<file path="src/rtl/lane_pkg.sv">
package lane_pkg;

    localparam int ADDR_W     = 7;
    localparam int WORD_W     = 32;
    localparam int LANES      = WORD_W / 8;
    localparam int OFF_W      = $clog2(LANES);
    localparam int CORE_WORDS = 16;
    localparam int DMA_WORDS  = 8;
    localparam int CTRL_WORDS = 1;
    localparam int IDX_W      = $clog2(CORE_WORDS);

    typedef enum logic [1:0] {
        RGN_NONE = 2'd0,
        RGN_CORE = 2'd1,
        RGN_DMA  = 2'd2,
        RGN_CTRL = 2'd3
    } region_e;

    typedef struct packed {
        region_e            rgn;
        logic [IDX_W-1:0]   idx;
    } target_t;

    // width code to byte count: 0->1, 1->2, 2/3->4
    function automatic logic [2:0] size_bytes(input logic [1:0] code);
        case (code)
            2'd0:    return 3'd1;
            2'd1:    return 3'd2;
            default: return 3'd4;
        endcase
    endfunction

    // lanes touched by an access; bits beyond lane 3 fall off (boundary cut)
    function automatic logic [LANES-1:0] lane_mask(input logic [OFF_W-1:0] off,
                                                   input logic [1:0] code);
        logic [2*LANES-1:0] run;
        run = ((2*LANES)'(1) << size_bytes(code)) - (2*LANES)'(1);
        run = run << off;
        return run[LANES-1:0];
    endfunction

    function automatic logic [WORD_W-1:0] width_mask(input logic [1:0] code);
        case (code)
            2'd0:    return WORD_W'(32'h0000_00FF);
            2'd1:    return WORD_W'(32'h0000_FFFF);
            default: return '1;
        endcase
    endfunction

endpackage

</file>
<file path="src/rtl/window_decode.sv">
module window_decode
    import lane_pkg::*;
(
    input  logic [ADDR_W-1:0] addr,
    output target_t           tgt
);
    always_comb begin
        tgt = '{rgn: RGN_NONE, idx: '0};
        if (addr[6] == 1'b0) begin
            tgt.rgn = RGN_CORE;
            tgt.idx = addr[5:2];
        end else if (addr[6:5] == 2'b10) begin
            tgt.rgn = RGN_DMA;
            tgt.idx = {1'b0, addr[4:2]};
        end else if (addr[6:2] == 5'b11100) begin
            tgt.rgn = RGN_CTRL;
        end
    end
endmodule

</file>
<file path="src/rtl/lane_merge.sv">
module lane_merge
    import lane_pkg::*;
(
    input  logic [OFF_W-1:0]  off,
    input  logic [1:0]        size,
    input  logic [WORD_W-1:0] wdata,
    input  logic [WORD_W-1:0] cur,
    output logic [WORD_W-1:0] merged,
    output logic [WORD_W-1:0] extract
);
    logic [LANES-1:0]  sel;
    logic [WORD_W-1:0] placed;

    always_comb begin
        sel     = lane_mask(off, size);
        placed  = wdata << {off, 3'b000};
        extract = (cur >> {off, 3'b000}) & width_mask(size);
    end

    for (genvar b = 0; b < LANES; b++) begin : g_lane
        assign merged[8*b +: 8] = sel[b] ? placed[8*b +: 8] : cur[8*b +: 8];
    end
endmodule

</file>
<file path="src/rtl/word_stub.sv">
module word_stub
    import lane_pkg::*;
#(
    parameter  int WORDS = 16,
    localparam int SEL_W = (WORDS > 1) ? $clog2(WORDS) : 1
) (
    input  logic              clk,
    input  logic              rst,
    input  logic              wr_en,
    input  logic [SEL_W-1:0]  sel,
    input  logic [WORD_W-1:0] wr_data,
    output logic [WORD_W-1:0] rd_data
);
    if (WORDS == 1) begin : g_single
        logic [WORD_W-1:0] word_q;
        logic              unused_sel;
        assign unused_sel = ^sel;
        always_ff @(posedge clk) begin
            if (rst)        word_q <= '0;
            else if (wr_en) word_q <= wr_data;
        end
        assign rd_data = word_q;
    end else begin : g_bank
        logic [WORD_W-1:0] mem_q [WORDS];
        always_ff @(posedge clk) begin
            if (rst) begin
                for (int i = 0; i < WORDS; i++) mem_q[i] <= '0;
            end else if (wr_en) begin
                mem_q[sel] <= wr_data;
            end
        end
        assign rd_data = mem_q[sel];
    end
endmodule

</file>
<file path="src/rtl/bytelane_adapter.sv">
module bytelane_adapter
    import lane_pkg::*;
(
    input  logic              clk,
    input  logic              rst,
    input  logic              req_valid,
    input  logic              req_write,
    input  logic [6:0]        req_addr,
    input  logic [1:0]        req_size,
    input  logic [31:0]       req_wdata,
    output logic              rsp_valid,
    output logic [31:0]       rsp_rdata
);
    target_t           tgt;
    logic [WORD_W-1:0] core_rd, dma_rd, ctrl_rd, cur_word, merged, extract;
    logic              wr_go;

    window_decode u_dec (.addr(req_addr), .tgt(tgt));

    assign wr_go = req_valid && req_write;

    word_stub #(.WORDS(CORE_WORDS)) u_core (
        .clk(clk), .rst(rst),
        .wr_en(wr_go && tgt.rgn == RGN_CORE),
        .sel(tgt.idx[3:0]), .wr_data(merged), .rd_data(core_rd));

    word_stub #(.WORDS(DMA_WORDS)) u_dma (
        .clk(clk), .rst(rst),
        .wr_en(wr_go && tgt.rgn == RGN_DMA),
        .sel(tgt.idx[2:0]), .wr_data(merged), .rd_data(dma_rd));

    word_stub #(.WORDS(CTRL_WORDS)) u_ctrl (
        .clk(clk), .rst(rst),
        .wr_en(wr_go && tgt.rgn == RGN_CTRL),
        .sel(tgt.idx[0:0]), .wr_data(merged), .rd_data(ctrl_rd));

    always_comb begin
        case (tgt.rgn)
            RGN_CORE: cur_word = core_rd;
            RGN_DMA:  cur_word = dma_rd;
            RGN_CTRL: cur_word = ctrl_rd;
            default:  cur_word = '0;
        endcase
    end

    lane_merge u_merge (
        .off(req_addr[OFF_W-1:0]), .size(req_size), .wdata(req_wdata),
        .cur(cur_word), .merged(merged), .extract(extract));

    always_ff @(posedge clk) begin
        if (rst) begin
            rsp_valid <= 1'b0;
            rsp_rdata <= '0;
        end else begin
            rsp_valid <= req_valid && !req_write;
            rsp_rdata <= (req_valid && !req_write) ? extract : '0;
        end
    end

    // a read is answered in the next cycle
    a_r4_read_answered: assert property (@(posedge clk) disable iff (rst)
        (req_valid && !req_write) |=> rsp_valid);

    // no response after a write or an idle cycle
    a_r10_no_write_rsp: assert property (@(posedge clk) disable iff (rst)
        (!req_valid || req_write) |=> !rsp_valid);

    // holes read as zero
    a_r8_hole_zero: assert property (@(posedge clk) disable iff (rst)
        (req_valid && !req_write &&
         (req_addr[6:4] == 3'b110 || (req_addr[6:4] == 3'b111 && req_addr[3:2] != 2'b00)))
        |=> rsp_rdata == 32'd0);

    // a read from the top lane returns a single byte at most
    a_r7_cut_at_word: assert property (@(posedge clk) disable iff (rst)
        (req_valid && !req_write && req_addr[1:0] == 2'b11) |=> rsp_rdata[31:8] == 24'd0);

    // a byte read is zero-extended
    a_r3_byte_width: assert property (@(posedge clk) disable iff (rst)
        (req_valid && !req_write && req_size == 2'd0) |=> rsp_rdata[31:8] == 24'd0);
endmodule

</file>
<file path="config.mk">
export PLATFORM = sky130hd
export DESIGN_NAME = bytelane_adapter
export DESIGN_NICKNAME = d
export VERILOG_FILES = /design/src/rtl/lane_pkg.sv /design/src/rtl/window_decode.sv /design/src/rtl/lane_merge.sv /design/src/rtl/word_stub.sv /design/src/rtl/bytelane_adapter.sv
export SDC_FILE = /design/constraint.sdc
export NUM_CORES = 1
export LEC_CHECK = 0
export ABC_AREA = 0
export BUFFER_PORTS_ARGS = -buffer_cell sky130_fd_sc_hd__buf_2
export CAP_MARGIN = 10
export CORE_MARGIN = 4
export CORE_UTILIZATION = 40
export DETAILED_ROUTE_END_ITERATION = 10
export GPL_ROUTABILITY_DRIVEN = 1
export PLACE_DENSITY = 0.54
export SLEW_MARGIN = 10
export SYNTH_ARGS = -nofsm -noshare
export SYNTH_HDL_FRONTEND = slang
export SYNTH_SLANG_ARGS = --single-unit
</file>
<file path="constraint.sdc">
create_clock -name clk -period 6.9 [get_ports clk]
set_input_delay 0.345 -clock clk [delete_from_list [all_inputs] [get_ports clk]]
set_output_delay 0.345 -clock clk [all_outputs]
set_load 0.01 [all_outputs]
</file>
==> results.cfg <==
[outcome]
status = finished, final reports clean

[power_and_ir_drop]
power_frac_comb_pct = 11.3
power_frac_clock_pct = 39.5
sw_frac_of_total_pct = 26.2
p_per_area_nw_per_um2 = 275
p_leak_nw = 14.9
internal_power_w = 0.00857
peakVddDrop_uv = 189
p_switching_w = 0.00304
seqPwrFrac_pct = 49.3

[route]
totalWireLength_um = 142000
via_count = 28400
drt_pass1_iterations = 5
ant_nets = 0
drtIter0Drc = 4386
viasPerCell = 6.24
drcViolationCount = 0
post_drt_wl_per_cell_um = 31.3

[worst_setup_path]
cp.required_ps = 7270
reg2reg_slack_ps = 3510
reg2reg_depth = 7
worstSetupEndpointType = flop
r2r_end = u_core.g_bank.mem_q[3][29]
slowest_stage = a31oi_1
crit_fanout = 58
rr_startpoint = u_core.g_bank.mem_q[2][29]
max_stage_delay_ps = 1010
path_delay_family = compound AO/OA/AOI/OAI gates
path_buf_inv = 2
crit_chain = buf_6 -> a21boi_4 -> buf_4 -> nand2_2 -> o221ai_1 -> o211ai_1 -> a31oi_1 -> mux2_2 -> nor2_1
start_kind = input pin
critPathArrivalTime_ps = 4420
critPathKind = in -> reg

[yosys]
synth_nets = 3308
synth.most_common_cell = nor2_1
synth_top_cell_by_area = edfxtp_1
yosysWarnings = 0
yosysSeqAreaShare_pct = 64.0
syn_area_per_cell_um2 = 11.7
synth_top_cells_by_count = nor2_1 (896), edfxtp_1 (768), a21oi_1 (155)
ys_ff_latch = 833
async_flop_share_pct = 0
synth_edf_count = 768
synthTopCellsByArea = edfxtp_1 (61%), nor2_1 (8.8%), dfxtp_1 (3.4%), mux2i_1 (2.1%), a21oi_1 (2.0%)
synth_cells = 3261
ys.flop_type = edfxtp_1
synth.distinct_cells = 91
syn_area_um2 = 38100
yosysTopAreaCellShare_pct = 60.5

[worst_hold_path]
holdPathEnd = rsp_valid
hold_depth = 3
min_from = req_write
hp-class = in -> reg

[floorplanning]
start_util_pct = 40.6
pin_count = 78
floorplan.rows = 112
die_area_um2 = 100000
dieWidth_um = 317
core_um2 = 93900
die_h_um = 317

[global_routing]
grt_max_degree = 102
overflow = 0
grt_most_used_layer = met2
grtUsageMet2_pct = 43.4
use_met3_pct = 6.05
grt_pass1_wl_um = 202000
use_met1_pct = 38.5
grt_pass1_vias = 27300
antenna_found_initial = 5
track_usage_pct = 28.0

[placement]
dp.cells = 4390
dp_slack_ps = 2290
port_buffers = 77
place_congestion = 0.889
post-dp-hpwl_um = 84500

[clock_tree]
ctsHoldBuffers = 0
cts_root_buffer = clkbuf_16
cts_max_level = 3
clockBufferDepth = 3
cts_buffers = 90
postCtsSetupBuffers = 0
cts_tree = built
insertion_delay_ps = 660
cts.clk_slew.worst_paths_ps = 60
clock_sinks = 833
post_cts_resized = 0

[timing]
rsz0062_at_grt = false
report.final.slew_viol_count = 0
fin_tns_setup_ps = 0
fin_crit_ps = 4050
slew_headroom_pct = 9.54
hold_viol = 0
worst_clock_skew_ps = 31.0
max_freq_ghz = 0.247
post-route-period-util_pct = 58.7
setup_violations = 0
worst_pin_slew_ps = 1350
setup_slack_ps = 2850

[finish]
syn2layout_area_growth_pct = 10.9
nNetsFinal = 3277
fillers = 8751
drive_gt1_share_pct = 14.1
layout.cells.non_filler = 4552

[job]
maxCapViolCount = 0
## registers in the layout, indices dropped and copies added (netlist names)
register	cells
rsp_valid	1
u_core.g_bank.mem_q	512
rsp_rdata	32
u_ctrl.rd_data	32
u_dma.g_bank.mem_q	256
## layout make-up
cell class	count	area, µm²	share of cell area (%)
inverters	24	90.1	0.213
diodes	1	2.50	0.00592
well taps	1254	1570	3.71
flip-flops and latches	833	24400	57.7
clock buffers	126	2570	6.08
repair buffers	192	1370	3.25
clock inverters	33	158	0.373
multi-input cells	2089	12100	28.7
## layer usage
layer,vias to the layer above,share of wire [%]
li1,11900,-
met2,1889,45
met5,-,0
met3,316,11
met1,14300,39
met4,0,4.5
## power groups by stage
stage	clock (W)	combinational, W	sequential (W)
floorplan	0	0.000765	0.00581
global placement	0	0.00127	0.00582
detailed placement	0	0.00128	0.00582
CTS	0.00461	0.00128	0.00572
global route	0.00483	0.00136	0.00573
finish	0.00458	0.00131	0.00572
## worst max-delay path by stage
stage                           start                          end  slack, ps  cells after the start
after floorplan           req_addr[2]     u_dma.g_bank.mem_q[6][0]       3770                     10
after global placement    req_addr[3]   u_core.g_bank.mem_q[0][22]       2340                      9
after detailed placement  req_addr[3]  u_core.g_bank.mem_q[13][21]       2290                      9
after CTS                 req_addr[3]   u_core.g_bank.mem_q[2][22]       2940                      9
after global routing      req_addr[3]   u_core.g_bank.mem_q[4][21]       2750                      9
final                     req_addr[2]   u_core.g_bank.mem_q[2][22]       2850                      9
## kinds of logic after synthesis
kind of cell	after synthesis	share of synthesized area (%)
simple gates	1257	13.7
mux	140	4.60
fa+ha+maj	2	0.0657
compound gates	690	13.1
flops	833	64.0
buf+inv	339	4.66
## through the flow
stage / instance area, µm² / power, W / hold slack (ps) / util, %
5_1_grt: 42200 / 0.0119 / 140 / 45.0
3_3_place_gp: 39500 / 0.00708 / 440 / 42.0
3_5_place_dp: 39500 / 0.00710 / 447 / 42.0
4_1_cts: 42200 / 0.0116 / 122 / 44.9
2_1_floorplan: 38100 / 0.00658 / 432 / -
6_report: 42200 / 0.0116 / 158 / 45.0
## worst min-delay path, cell delays in order
cell     delay, ps
buf_2          130
nor3b_2         50
buf_4          200
## placed cells by master, fill, tap and decap left out, types with 11 or more instances in the layout
cell / count
o21ai_0: 68
nand4_1: 16
a21oi_1: 155
o211ai_1: 29
a211oi_1: 41
o32ai_1: 23
nor2_2: 11
nand2b_2: 22
edfxtp_1: 768
mux2_2: 33
o221ai_1: 80
clkinv_1: 22
nand2_1: 152
nor3_1: 39
buf_2: 73
o22ai_1: 74
dfxtp_1: 65
inv_1: 19
a221oi_1: 28
nor2b_1: 23
a21o_1: 20
nor2_1: 896
clkbuf_1: 26
and2_1: 11
o21a_1: 44
buf_4: 109
nand2b_1: 24
clkbuf_16: 97
mux2i_1: 79
nand3_1: 19
mux4_2: 24
Note: power is estimated with default switching activity, not from simulation.
